--- src/rtl/sdram_chk_pkg.sv ---
package sdram_chk_pkg;
  typedef enum logic [1:0] {
    BK_IDLE   = 2'd0,
    BK_ACTIVE = 2'd1,
    BK_PRECH  = 2'd2
  } bank_st_e;

  typedef enum logic [2:0] {
    CMD_NOP, CMD_ACT, CMD_RD, CMD_WR, CMD_PRE, CMD_REF, CMD_MRS, CMD_BST
  } cmd_e;
endpackage

--- src/rtl/sdram_bank_fsm.sv ---
module sdram_bank_fsm
  import sdram_chk_pkg::*;
#(
  parameter int T_RCD     = 3,
  parameter int T_RAS_MIN = 6,
  parameter int T_RAS_MAX = 40,
  parameter int T_RP      = 3
) (
  input  logic     clk_i,
  input  logic     rst_ni,
  input  logic     act_i,
  input  logic     rw_i,
  input  logic     pre_i,
  output bank_st_e st_o,
  output logic     viol_rcd_o,
  output logic     viol_ras_min_o,
  output logic     viol_ras_max_o,
  output logic     viol_rp_o,
  output logic     viol_act_o
);
  // counter must pass T_RAS_MAX+1 without saturating there
  localparam int CW = $clog2(T_RAS_MAX + 3);

  bank_st_e      st_q, st_d;
  logic [CW-1:0] cnt_q, cnt_d, cnt_inc;
  logic          rcd_q, min_q, max_q, rp_q, act_q;

  assign cnt_inc = (&cnt_q) ? cnt_q : cnt_q + 1'b1;

  always_comb begin
    st_d  = st_q;
    cnt_d = cnt_inc;
    if (act_i) begin
      st_d  = BK_ACTIVE;
      cnt_d = CW'(1);
    end else if (pre_i && st_q == BK_ACTIVE) begin
      st_d  = (T_RP <= 1) ? BK_IDLE : BK_PRECH;
      cnt_d = CW'(1);
    end else if (st_q == BK_PRECH && cnt_inc >= CW'(T_RP)) begin
      st_d = BK_IDLE;
    end
  end

  always_ff @(posedge clk_i or negedge rst_ni) begin
    if (!rst_ni) begin
      st_q  <= BK_IDLE;
      cnt_q <= '1;
      rcd_q <= 1'b0;
      min_q <= 1'b0;
      max_q <= 1'b0;
      rp_q  <= 1'b0;
      act_q <= 1'b0;
    end else begin
      st_q  <= st_d;
      cnt_q <= cnt_d;
      rcd_q <= rw_i && (st_q != BK_ACTIVE || cnt_q < CW'(T_RCD));
      min_q <= pre_i && st_q == BK_ACTIVE && cnt_q < CW'(T_RAS_MIN);
      max_q <= st_q == BK_ACTIVE && cnt_q == CW'(T_RAS_MAX + 1);
      rp_q  <= act_i && st_q == BK_PRECH;
      act_q <= act_i && st_q == BK_ACTIVE;
    end
  end

  assign st_o           = st_q;
  assign viol_rcd_o     = rcd_q;
  assign viol_ras_min_o = min_q;
  assign viol_ras_max_o = max_q;
  assign viol_rp_o      = rp_q;
  assign viol_act_o     = act_q;

  assert_act_opens_R2: assert property (@(posedge clk_i) disable iff (!rst_ni)
    act_i |=> st_q == BK_ACTIVE);
  assert_prech_window_R7: assert property (@(posedge clk_i) disable iff (!rst_ni)
    st_q == BK_PRECH |-> cnt_q < CW'(T_RP));
  assert_max_single_R6: assert property (@(posedge clk_i) disable iff (!rst_ni)
    viol_ras_max_o |=> !viol_ras_max_o);
  assert_early_pre_closes_R11: assert property (@(posedge clk_i) disable iff (!rst_ni)
    viol_ras_min_o |-> st_q != BK_ACTIVE || $past(act_i));
endmodule

--- config.mk ---
export PLATFORM = sky130hd
export DESIGN_NAME = sdram_bank_fsm
export DESIGN_NICKNAME = d
export VERILOG_FILES = /design/src/rtl/sdram_chk_pkg.sv /design/src/rtl/sdram_bank_fsm.sv
export SDC_FILE = /design/constraint.sdc
export NUM_CORES = 1
export LEC_CHECK = 0
export ABC_AREA = 1
export BUFFER_PORTS_ARGS = -buffer_cell sky130_fd_sc_hd__buf_2
export CAP_MARGIN = 15
export CORE_MARGIN = 8
export CORE_UTILIZATION = 45
export DETAILED_ROUTE_END_ITERATION = 16
export PLACE_DENSITY = 0.73
export SYNTH_ARGS = -nofsm -noshare
export SYNTH_HDL_FRONTEND = slang
export SYNTH_SLANG_ARGS = --single-unit
--- constraint.sdc ---
create_clock -name clk_i -period 3.8 [get_ports clk_i]
set_clock_uncertainty 0.2 [all_clocks]
set_input_delay 0.19 -clock clk_i [delete_from_list [all_inputs] [get_ports clk_i]]
set_output_delay 0.19 -clock clk_i [all_outputs]
set_load 0.02 [all_outputs]
==> results of run 1 <==
-- routing by layer --
metal,vias to the layer above,routed length (um)
met5,-,0
met4,0,50
met3,5,102
met2,25,692
met1,239,575
li1,280,-
-- power groups by stage --
stage / registers, mW / clock network [mW] / logic, mW
2_1_floorplan: 0.165 / 0 / 0.0283
3_5_place_dp: 0.159 / 0 / 0.0531
3_3_place_gp: 0.159 / 0 / 0.0514
5_1_grt: 0.159 / 0.0942 / 0.0605
4_1_cts: 0.157 / 0.0896 / 0.0556
6_report: 0.157 / 0.0864 / 0.0552
-- stage by stage --
| stage | setup WS, ps | power, mW |
|---|---|---|
| 2_1_floorplan | 2110 | 0.193 |
| 3_3_place_gp | 1980 | 0.210 |
| 3_5_place_dp | 1940 | 0.212 |
| 4_1_cts | 1920 | 0.302 |
| 5_1_grt | 1820 | 0.313 |
| 6_report | 1900 | 0.299 |
-- sequential cells by signal, indices dropped and copies added, names as in the netlist --
name,count
cnt_q,6
st_o,2
viol_act_o,1
viol_ras_max_o,1
viol_ras_min_o,1
viol_rcd_o,1
viol_rp_o,1
-- synthesized netlist by cell type, types with 2 or more instances --
cell	number
dfrtp_1	7
nand3_1	7
nand2_1	21
dfstp_2	6
o21bai_1	2
nor2_2	3
ha_1	2
a21oi_1	2
nor3_1	2
nor2_1	6
inv_1	13
-- kinds of logic (layout without fill, tap and decap cells) --
kind of cell | count (synthesis) | after routing
DFF | 13 | 13
adders and majority gates | 2 | 2
buffers and inverters | 14 | 32
xor gates and xnor gates | 1 | 1
AOI/OAI and AO/OA | 8 | 8
and+or+nand+nor | 41 | 41
-- how the worst max path moves through the flow --
stage	startpoint	endpoint	depth (start not counted)
2_1_floorplan	cnt_q[0]	st_o[1]	10
3_3_place_gp	cnt_q[0]	st_o[1]	9
3_5_place_dp	cnt_q[0]	st_o[1]	9
4_1_cts	cnt_q[1]	st_o[1]	9
5_1_grt	cnt_q[1]	st_o[1]	9
6_report	cnt_q[0]	st_o[1]	9
-- area by class of cell --
type | instances | share of cell area
Multi-Input combinational cell | 52 | 0.347
Tap cell | 16 | 0.0252
Clock inverter | 1 | 0.00631
Inverter | 14 | 0.0662
Clock buffer | 3 | 0.0284
Sequential cell | 13 | 0.420
Timing Repair Buffer | 14 | 0.107
-- critical path, stage by stage (launching register included) --
cell and delay [ps]:
dfstp_2 580, ha_1 220, nand3_2 150, o21bai_1 220
nand2_1 70, nand2_1 60, nand3_1 80, nand2_1 70
nand2_1 60, a21oi_2 120
==> impl_metrics.py, run 1 <==
metrics = {
    "status": {
        "status": "finished clean",
    },
    "min_path": {
        "min_path_type": "in -> reg",
        "hold_path_depth": 3,
        "hold_start": "pre_i",
        "hold_end": "viol_ras_min_o",
    },
    "sta": {
        "hold_ws_ps": 14.4,
        "tns_ps": 0,
        "period_minus_slack_ps": 1900,
        "worst_pin_slew_ps": 284,
        "setup_viol": 0,
        "max_slew_margin": 0.811,
        "rsz0062_at_grt": "no",
        "slew_violations": 0,
        "hold_viol_final": 0,
        "min_period_over_period": 0.499,
        "fmax_mhz": 527,
    },
    "global_routing": {
        "grt.overflow.total": 0,
        "grt_pass1_vias": 548,
        "top_usage_layer": "met2",
        "use_met2": 0.191,
        "use_met3": 0.0163,
        "grt_usage": 0.110,
        "antenna_found_initial": 0,
        "grt_pass1_wl_mm": 2.30,
        "grt_max_degree": 14,
        "met1_usage": 0.112,
    },
    "drt": {
        "dr.pass1.iters": 4,
        "routed_wl_mm": 1.42,
        "wire_per_inst_um": 12.6,
        "drtIter0Drc": 13,
        "avgViaCountPerCell": 4.86,
        "route.detailed.drc": 0,
        "ant_nets": 0,
        "vias": 549,
    },
    "clock_network": {
        "cts_hold_buffers": 3,
        "postCtsSetupBuffers": 0,
        "cts.sinks": 13,
        "clk_latency_ps": 280,
        "htree_levels": 1,
        "numCtsBuffers": 3,
        "cts.clk_slew.worst_paths_ps": 80,
        "cts_resized": 0,
        "clock_path_buffers": 2,
        "cts.root.buffer_cell": "clkbuf_4",
        "cts_tree": "done",
    },
    "logic_synthesis": {
        "yosysTopAreaCellShare": 0.265,
        "synth_top_family_by_area": "simple AND/OR/NAND/NOR gates",
        "seq_area_frac_synth": 0.504,
        "ys_warn_count": 0,
        "synthCells": 79,
        "synth_area_per_cell_um2": 8.36,
        "yosys_most_used_dff": "dfrtp_1",
        "synth_xor_area_frac": 0.0246,
        "yosysTopAreaCell": "dfrtp_1",
        "synth_area_leaders": "dfrtp_1, dfstp_2, nand2_1, inv_1, nand3_1",
        "synthArstFlopShare": 1.00,
        "ys_ff_latch": 13,
        "syn-num-nets": 86,
        "yosys.area_share.simple": 0.275,
        "synth_edf_count": 0,
        "synth_compound_area_frac": 0.0795,
        "synth_area_um2": 661,
        "muxShareOfSynthArea": 0,
        "synth.distinct_cells": 19,
        "synthAdderAreaFrac": 0.0379,
    },
    "die": {
        "num_io_pins": 12,
        "core_area_um2": 1440,
        "die_w_um": 54.3,
        "placementRows": 14,
        "start_util": 0.460,
        "die_h_um": 54.3,
        "fp.dieArea_um2": 2950,
    },
    "flow_run": {
        "drv_cap": 0,
    },
    "cells_and_area": {
        "layout.nets": 105,
        "multi_input_area_um2": 275,
        "post-route-util": 0.552,
        "layout-drive-gt1-share": 0.278,
        "insertedDiodeCount": 0,
        "final_cell_mix": "nand2_1, inv_1, buf_2",
        "fillerInstances": 132,
        "stdcell_area_um2": 793,
        "regArea_um2": 333,
        "finalNonFillerCells": 113,
        "layout_commonest_cell": "nand2_1",
        "area.growth.synth_to_final_pct": 20.1,
    },
    "worst_setup_path": {
        "ff2ff_path_depth": 9,
        "crit_fanout": 6,
        "timing.critical_path.from_type": "flip-flop",
        "cp.arrival_ps": 1910,
        "end_kind": "flip-flop",
        "crit_required_ps": 3820,
        "r2r_start": "cnt_q[0]",
        "r2r_slack_ps": 1900,
        "critical_path_class": "reg -> reg",
        "r2r-end": "st_o[1]",
    },
    "pwr": {
        "pwr_density_cell_nw_per_um2": 376,
        "p_seq_frac": 0.526,
        "p_leak_nw": 0.387,
        "comb_power_share": 0.185,
        "internal_power_mw": 0.210,
        "switching_share": 0.298,
        "p_sw_mw": 0.0890,
        "ir_drop_uv": 197,
        "clkPwrFrac": 0.289,
    },
    "place": {
        "portBuffers": 11,
        "place_area_um2": 736,
        "dp.final_hpwl_mm": 1.06,
        "dp.cells": 106,
        "place.gp.congestion": 0.914,
    },
}
No activity file was read; power rests on OpenSTA's default activity.
==> run 2: changes to the inputs <==
Settings changed: PLACE_DENSITY 0.73 to 0.75.
Clock period 3.8 ns to 1.6 ns, I/O delays scaled along.
==> run 2 against run 1 <==
  * The run now ends with negative setup slack left
  * Routed wire length rose by 16%
  * Utilization rose by 11 points
  * Critical path depth did not move
  * Maximum frequency rose by 1.4%
  * Register-to-register slack got worse by 2200 ps
  * Via count rose by 13%
  * Cell count rose by 12%
  * Critical path type unchanged
==> impl_metrics.py, run 2 (same netlist as run 1, synthesis figures left out) <==
metrics = {
    "cells_and_area": {
        "post-route-util": 0.664,
        "largest_reg_flops": 6,
        "layout_commonest_cell": "nand2_1",
        "insertedDiodeCount": 0,
        "layout.nets": 119,
        "largest-register": "cnt_q",
        "area.growth.synth_to_final_pct": 44.3,
        "final_cell_mix": "nand2_1, inv_1, buf_4",
        "layout-drive-gt1-share": 0.396,
    },
    "sta": {
        "worst_pin_slew_ps": 288,
        "setup_viol": 3,
        "max_slew_margin": 0.808,
        "finalWorstSetupSlack_ps": -271,
        "fmax_mhz": 535,
        "min_period_over_period": 1.17,
        "rsz0062_at_grt": "yes",
        "period_minus_slack_ps": 1870,
        "hold_ws_ps": 19.8,
        "hold_viol_final": 0,
        "slew_violations": 0,
    },
    "drt": {
        "wire_per_inst_um": 13.0,
        "route.detailed.drc": 0,
        "avgViaCountPerCell": 4.90,
        "dr.pass1.iters": 7,
        "ant_nets": 0,
        "vias": 622,
        "drtIter0Drc": 21,
        "routed_wl_mm": 1.65,
    },
    "clock_network": {
        "cts.root.buffer_cell": "clkbuf_4",
        "cts.sinks": 13,
        "cts_tree": "done",
        "cts.clk_slew.worst_paths_ps": 80,
        "clk_latency_ps": 280,
        "numCtsBuffers": 3,
        "htree_levels": 1,
        "clock_path_buffers": 2,
    },
    "die": {
        "start_util": 0.460,
        "num_io_pins": 12,
        "core_area_um2": 1440,
        "die_h_um": 54.3,
        "fp.dieArea_um2": 2950,
        "placementRows": 14,
        "die_w_um": 54.3,
    },
    "pwr": {
        "p_leak_nw": 0.457,
        "pwr_density_cell_nw_per_um2": 790,
        "ir_drop_uv": 429,
    },
    "status": {
        "violations": "negative setup slack",
        "status": "finished with violations",
    },
    "worst_setup_path": {
        "timing.critical_path.from_type": "flip-flop",
        "end_kind": "flip-flop",
        "crit_fanout": 5,
        "crit_required_ps": 1610,
        "critical_path_class": "reg -> reg",
        "cp.arrival_ps": 1880,
    },
    "global_routing": {
        "antenna_found_initial": 0,
        "grt_pass1_vias": 611,
        "grt_max_degree": 14,
        "grt.overflow.total": 0,
        "grt_usage": 0.114,
        "grt_pass1_wl_mm": 2.41,
    },
    "place": {
        "dp.final_hpwl_mm": 1.15,
        "portBuffers": 11,
        "place.gp.congestion": 0.989,
        "pre_cts_ws_ps": -145,
    },
    "flow_run": {
        "drv_cap": 0,
    },
    "min_path": {
        "min_path_type": "in -> async",
    },
}
## run 2: changes by cell type in the layout (fill, tap and decap cells not counted), sizes merged
cell         before  now
dlygate4sd3       3    4
clkbuf            3    4
buf              11   24
clkinv            2    1
## run 2: cell type report
class / count / area [um^2]
multi-input combinational: 52 / 323
sequential: 13 / 333
tap: 16 / 20.0
clock buffer: 4 / 26.3
inverter: 14 / 55.1
timing repair buffer: 28 / 196
fill: 118 / 483
## run 2: worst paths after layout
kind                       startpoint             end  slack [ps]  cells past startpoint
max                          cnt_q[0]         st_o[1]        -270                      9
min                            rst_ni  viol_ras_min_o          20                      2
min in group clk_i              act_i         st_o[1]         300                      3
min reg2reg                   st_o[0]       viol_rp_o         340                      3
max reg2reg                  cnt_q[0]         st_o[1]        -270                      9
max in group asynchronous      rst_ni        cnt_q[5]         900                      2
## run 2: stage by stage
| step | instances | setup TNS [ps] | area, um^2 | power [mW] |
|---|---|---|---|---|
| after floorplan | 79 | -32.1 | 686 | 0.467 |
| after global placement | 116 | -98.7 | 836 | 0.525 |
| after detailed placement | 116 | -156 | 836 | 0.528 |
| after CTS | 124 | -183 | 913 | 0.745 |
| after global routing | 127 | -721 | 953 | 0.801 |
| final | 127 | -432 | 953 | 0.753 |
## run 2: worst max-delay path, cell delays in order, from the launching register on
cell      delay (ps)
dfstp_2          590
ha_4             160
nand3_4          120
o21bai_1         230
nand2_1           90
nand2_1           90
nand3_1           80
nand2_1           70
nand2_1           50
a21oi_2          110
## run 2: timing repair
action / in CTS / in global routing
cloned: 0 / 0
buffers inserted: 0 / 4
setup endpoints to repair: 2 / 6
hold endpoints to repair: 19 / 0
hold buffers: 4 / 0
pin swaps: 0 / 5
gates resized for setup: 1 / 6
## run 2: per-layer routing
layer,vias to the layer above,track usage,share of wire
met5,-,0,0
met4,0,0.0738,0.028
met3,5,0.0326,0.085
met2,22,0.193,0.47
met1,284,0.121,0.41
li1,311,-,-
## run 2: power by group
group	leakage (nW)	internal (mW)	switching (mW)
logic	0.290	0.0808	0.0978
clock network	0.0150	0.0968	0.104
registers	0.152	0.356	0.0179
